===== src/rtl/bcs_pkg.sv =====
package bcs_pkg;

    typedef enum logic [2:0] {
        ST_IDLE,
        ST_T1,
        ST_T2,
        ST_T3,
        ST_TW,
        ST_T4
    } bstate_t;

    typedef struct packed {
        logic       write;
        logic       io;
        logic       word;
        logic [1:0] seg;
    } breq_t;

    typedef struct packed {
        logic       dt;
        logic       bhe_n;
        logic [1:0] sts;
    } bsts_t;

    localparam logic [1:0] STS_IO   = 2'b10;
    localparam logic [1:0] STS_IDLE = 2'b00;

endpackage


===== src/rtl/bcs_status_enc.sv =====
module bcs_status_enc
    import bcs_pkg::*;
(
    input  breq_t rq,
    input  logic  active,
    output bsts_t st
);

    always_comb begin
        if (!active) begin
            st.dt    = 1'b0;
            st.bhe_n = 1'b1;
            st.sts   = STS_IDLE;
        end else begin
            st.dt    = rq.write;
            st.bhe_n = ~rq.word;
            st.sts   = rq.io ? STS_IO : rq.seg;
        end
    end

endmodule


===== src/rtl/bcs_wait_ctr.sv =====
module bcs_wait_ctr #(
    parameter int WAIT_W = 4
) (
    input  logic              clk,
    input  logic              rst_n,
    input  logic              load,
    input  logic [WAIT_W-1:0] load_val,
    input  logic              dec,
    output logic              zero
);

    logic [WAIT_W-1:0] cnt_q;

    always_ff @(posedge clk or negedge rst_n) begin
        if (!rst_n) begin
            cnt_q <= '0;
        end else if (load) begin
            cnt_q <= load_val;
        end else if (dec && (cnt_q != '0)) begin
            cnt_q <= cnt_q - 1'b1;
        end
    end

    assign zero = (cnt_q == '0);

    // Once exhausted, the count stays at zero until reloaded.
    assert_no_underflow_R3: assert property (@(posedge clk) disable iff (!rst_n)
        (zero && dec && !load) |=> zero);

endmodule


===== src/rtl/bcs_fsm.sv =====
module bcs_fsm
    import bcs_pkg::*;
(
    input  logic    clk,
    input  logic    rst_n,
    input  logic    req_valid,
    input  logic    ready,
    input  logic    cnt_zero,
    output bstate_t state,
    output logic    accept,
    output logic    wait_dec
);

    bstate_t state_q, state_d;
    logic    stretch;

    assign stretch = !cnt_zero || !ready;
    assign accept  = req_valid && ((state_q == ST_IDLE) || (state_q == ST_T4));

    always_ff @(posedge clk or negedge rst_n) begin
        if (!rst_n) state_q <= ST_IDLE;
        else        state_q <= state_d;
    end

    always_comb begin
        state_d  = state_q;
        wait_dec = 1'b0;
        unique case (state_q)
            ST_IDLE: if (accept) state_d = ST_T1;
            ST_T1:   state_d = ST_T2;
            ST_T2:   state_d = ST_T3;
            ST_T3, ST_TW: begin
                wait_dec = 1'b1;
                state_d  = stretch ? ST_TW : ST_T4;
            end
            ST_T4:   state_d = accept ? ST_T1 : ST_IDLE;
            default: state_d = ST_IDLE;
        endcase
    end

    assign state = state_q;

    assert_fixed_head_R2: assert property (@(posedge clk) disable iff (!rst_n)
        (state_q == ST_T1) |=> (state_q == ST_T2));

    assert_t2_to_t3_R2: assert property (@(posedge clk) disable iff (!rst_n)
        (state_q == ST_T2) |=> (state_q == ST_T3));

    assert_hold_on_not_ready_R3: assert property (@(posedge clk) disable iff (!rst_n)
        ((state_q == ST_T3 || state_q == ST_TW) && !ready) |=> (state_q == ST_TW));

    assert_release_to_t4_R3: assert property (@(posedge clk) disable iff (!rst_n)
        ((state_q == ST_T3 || state_q == ST_TW) && ready && cnt_zero) |=> (state_q == ST_T4));

    assert_no_midcycle_start_R9: assert property (@(posedge clk) disable iff (!rst_n)
        (state_q == ST_T1 || state_q == ST_T2 || state_q == ST_T3 || state_q == ST_TW)
        |=> (state_q != ST_T1));

endmodule


===== src/rtl/bus_cycle_seq.sv =====
module bus_cycle_seq
    import bcs_pkg::*;
#(
    parameter int WAIT_W = 4
) (
    input  logic              clk,
    input  logic              rst_n,
    input  logic              req_valid,
    input  logic              req_write,
    input  logic              req_io,
    input  logic              req_word,
    input  logic [1:0]        req_seg,
    input  logic [WAIT_W-1:0] wait_cfg,
    input  logic              ready,
    output logic              rd_n,
    output logic              wr_n,
    output logic              bhe_n,
    output logic              dt_r,
    output logic [1:0]        seg_sts,
    output logic              ale,
    output logic              busy,
    output logic              done
);

    bstate_t state;
    logic    accept;
    logic    wait_dec;
    logic    cnt_zero;
    breq_t   rq_q;
    bsts_t   st;
    logic    active;
    logic    strobe;

    bcs_fsm u_fsm (
        .clk       (clk),
        .rst_n     (rst_n),
        .req_valid (req_valid),
        .ready     (ready),
        .cnt_zero  (cnt_zero),
        .state     (state),
        .accept    (accept),
        .wait_dec  (wait_dec)
    );

    bcs_wait_ctr #(.WAIT_W(WAIT_W)) u_wait (
        .clk      (clk),
        .rst_n    (rst_n),
        .load     (accept),
        .load_val (wait_cfg),
        .dec      (wait_dec),
        .zero     (cnt_zero)
    );

    always_ff @(posedge clk or negedge rst_n) begin
        if (!rst_n) begin
            rq_q <= '0;
        end else if (accept) begin
            rq_q <= '{write: req_write, io: req_io, word: req_word, seg: req_seg};
        end
    end

    bcs_status_enc u_enc (
        .rq     (rq_q),
        .active (active),
        .st     (st)
    );

    always_comb begin
        active = 1'b0;
        strobe = 1'b0;
        ale    = 1'b0;
        done   = 1'b0;
        unique case (state)
            ST_IDLE: ;
            ST_T1: begin
                active = 1'b1;
                ale    = 1'b1;
            end
            ST_T2, ST_T3, ST_TW: begin
                active = 1'b1;
                strobe = 1'b1;
            end
            ST_T4: begin
                active = 1'b1;
                done   = 1'b1;
            end
            default: ;
        endcase
        busy    = active;
        rd_n    = ~(strobe && !rq_q.write);
        wr_n    = ~(strobe &&  rq_q.write);
        bhe_n   = st.bhe_n;
        dt_r    = st.dt;
        seg_sts = st.sts;
    end

    assert_strobe_excl_R5: assert property (@(posedge clk) disable iff (!rst_n)
        !(!rd_n && !wr_n));

    assert_ale_single_R4: assert property (@(posedge clk) disable iff (!rst_n)
        ale |=> !ale);

    assert_status_held_R7: assert property (@(posedge clk) disable iff (!rst_n)
        (busy && !ale) |-> $stable({dt_r, bhe_n, seg_sts}));

    assert_done_in_cycle_R8: assert property (@(posedge clk) disable iff (!rst_n)
        done |-> busy);

    assert_done_pulse_R8: assert property (@(posedge clk) disable iff (!rst_n)
        done |=> !done);

endmodule


===== config.mk =====
export PLATFORM = sky130hd
export DESIGN_NAME = bus_cycle_seq
export DESIGN_NICKNAME = d
export VERILOG_FILES = /design/src/rtl/bcs_pkg.sv /design/src/rtl/bcs_status_enc.sv /design/src/rtl/bcs_wait_ctr.sv /design/src/rtl/bcs_fsm.sv /design/src/rtl/bus_cycle_seq.sv
export SDC_FILE = /design/constraint.sdc
export NUM_CORES = 1
export LEC_CHECK = 0
export ABC_AREA = 1
export ABC_CLOCK_PERIOD_IN_PS = 1700
export BUFFER_PORTS_ARGS = -buffer_cell sky130_fd_sc_hd__buf_2
export CAP_MARGIN = 20
export CORE_MARGIN = 2
export CORE_UTILIZATION = 49
export DETAILED_ROUTE_END_ITERATION = 10
export GPL_TIMING_DRIVEN = 0
export PLACE_DENSITY = 0.81
export SLEW_MARGIN = 20
export SYNTH_ARGS = -nofsm -noshare
export SYNTH_HDL_FRONTEND = slang
export SYNTH_HIERARCHICAL = 1
export SYNTH_SLANG_ARGS = --single-unit

===== constraint.sdc =====
create_clock -name clk -period 1.7 [get_ports clk]
set_input_delay 0.17 -clock clk [delete_from_list [all_inputs] [get_ports clk]]
set_output_delay 0.17 -clock clk [all_outputs]
set_load 0.05 [all_outputs]

==> run summary <==
outcome = complete, no violations
layout cells sized above 1 = 0.2826
startpoint types = register
CP Class = reg -> out
Seq/Total Area, Yosys = 0.3974
top routing layer used = met4
I/O pin count = 22
Worst-Skew Late Latency = 0.28 ns
final hold vios = 0
number of global-route vias before repair = 688
num rows = 14
final worst setup slack = 0.1438 ns
mean area per synthesized cell = 6.688 um2
Final ANT Viol Nets = 0
drt drc = 0
remaining global-route overflow = 0
clk_skew = 0.0008910 ns
Die Wd = 43.27 um
setup repair bufs after CTS = 0
Min-Delay Endpoint = rq_q[4]$_DFFE_PN0P_
setup violators final = 0
Yosys cell types = 19
Starting Density = 0.5136
drt initial violations = 13
worst-path fanout max = 7
synth warn = 6
Via-to-Cell Ratio = 4.864
initial antenna violation count = 0
CTS sink cnt = 12
WP data arrival = 1.39 ns
nets@finish = 154
most frequent CP cell = inv_1
CTS Buf Count = 3
hpwl dp = 1.181 mm
Final Cycle Share = 0.9154
clock root cell = clkbuf_4
reg-to-reg setup timing slack = 0.28 ns
final WL = 1.530 mm
worst r2r dst = u_wait/cnt_q[3]$_DFFE_PN0P_
worst slew pin tran = 0.2749 ns
die area = 0.001872 mm2
Crit. Startpoint = u_fsm/state[1]$_DFFE_PN0P_
CP max-delay cell = dfrtp_2
most common cell after layout, fill and taps aside = nand2_1
final count of pins violating max slew = 0
RSZ-0062 raised after global routing = false
DR WL met2 = 765 um
gr usage total = 0.2035
clock tree buffer depth = 2
clock slew at reported path FFs = 0.07 ns
core region area = 0.001471 mm2
Metal-1 WL = 646 um
Vias = 749
maxcap violations = 0
Setup crit end kind = output port
hold path depth = 3
crit-path cells = inv_1 > nand2_1 > nand3_2 > inv_1 > nor2_2 > buf_6
largest net degree at the start of global routing = 13
cell count after synthesis = 113
worst r2r path cells = 8
CP max stage delay = 0.44 ns
Syn Nets = 127
GPL Wtd Cong = 0.8039
Pre-antenna DRT Iters = 4
Port Buffers = 21
worst slack, placed = 0.1676 ns
first-pass GRT wire length = 2.732 mm
Synth top area share = 0.3974
Tmin final = 1.556 ns
H-tree levels = 1
area grow syn2layout = 24.17%
WP data required = 1.53 ns
Slew HR = 0.8160
worst hold path type = in -> reg
routed length on met3 = 66 um
min-delay src = req_write
cell accounting for the most synthesized area = dfrtp_1
Synth area leaders = dfrtp_1, nand2_1, inv_1, nor2_1, nand3_1
Sum Neg Setup Slack = 0 ns
die height = 43.27 um
Reg-to-Reg Start = u_fsm/state[2]$_DFFE_PN0P_
diode count = 0
commonest non-fill, non-tap cells in the layout = nand2_1, inv_1, buf_2, dfrtp_1, nor2_1
WL/cell = 9.935 um
CTS tree = yes
Post-Syn Area = 755.7 um2
#FFs+latches synth = 12
Fmax achieved = 642.6 MHz
-- cells in the mapped netlist, drive strengths merged --
library cell  count
inv              19
o21ai             8
dfrtp            12
a21oi             1
nand3             7
a31o              1
ha                1
o21a              2
nor2             14
nand3b            2
nand2            44
buf               1
clkinv            1
-- worst max-delay path: cells and delay by family (launching register included) --
family                 cells  cell delay, ns
DFF                        1            0.44
and+or+nand+nor            3            0.34
buffers and inverters      3            0.33
-- per-stage QoR --
stage	area, um2	instances	util	hold WS [ns]
after floorplan	765.7	113	-	-0.1256
after global placement	890.9	150	0.6054	0.05683
after detailed placement	890.9	150	0.6054	0.06041
after CTS	923.4	154	0.6276	0.09515
after global routing	938.4	154	0.6378	0.1020
final	938.4	154	0.6378	0.09381
-- cell type report --
type                    count  area [um2]
well taps                  16       20.02
clock buffers               3       22.52
inverters                  20       75.07
fillers                   143       533.0
plain buffers               1       7.507
flip-flops and latches     12       301.5
repair buffers             22       128.9
multi-input cells          80       382.9
-- worst max-delay path by stage --
stage / to / slack [ns] / cells past startpoint
2_1_floorplan: seg_sts[0] / 0.15 / 5
3_3_place_gp: u_wait/cnt_q[3]$_DFFE_PN0P_ / 0.24 / 8
3_5_place_dp: u_wait/cnt_q[3]$_DFFE_PN0P_ / 0.17 / 8
4_1_cts: seg_sts[1] / 0.05 / 6
5_1_grt: seg_sts[0] / 0.003 / 6
6_report: seg_sts[1] / 0.14 / 6
-- state kept, by name, indices dropped and copies added, names as in the netlist --
name and flops:
u_fsm/state 3, rq_q 5, u_wait/cnt_q 4
-- per-layer routing --
layer	vias to the layer above	GRT usage
li1	399	-
met1	330	0.2378
met2	16	0.3284
met3	4	0.03830
met4	0	0.1455
met5	-	0
-- kinds of logic after synthesis --
group	count (synthesis)	share of synthesized area
buffers and inverters	21	0.1093
DFF	12	0.3974
adders and majority gates	1	0.01655
and+or+nand+nor	67	0.3808
AOI/OAI and AO/OA	12	0.09601
-- timing repair --
| action | CTS | global route |
|---|---|---|
| setup endpoints to repair | 0 | 6 |
| hold buffers | 1 | 0 |
| gates resized for setup | 0 | 9 |
| endpoints found under the hold margin | 12 | 0 |
Power is not shown: default switching activity piles up to over one toggle a cycle in this logic, so the estimate is an artifact.
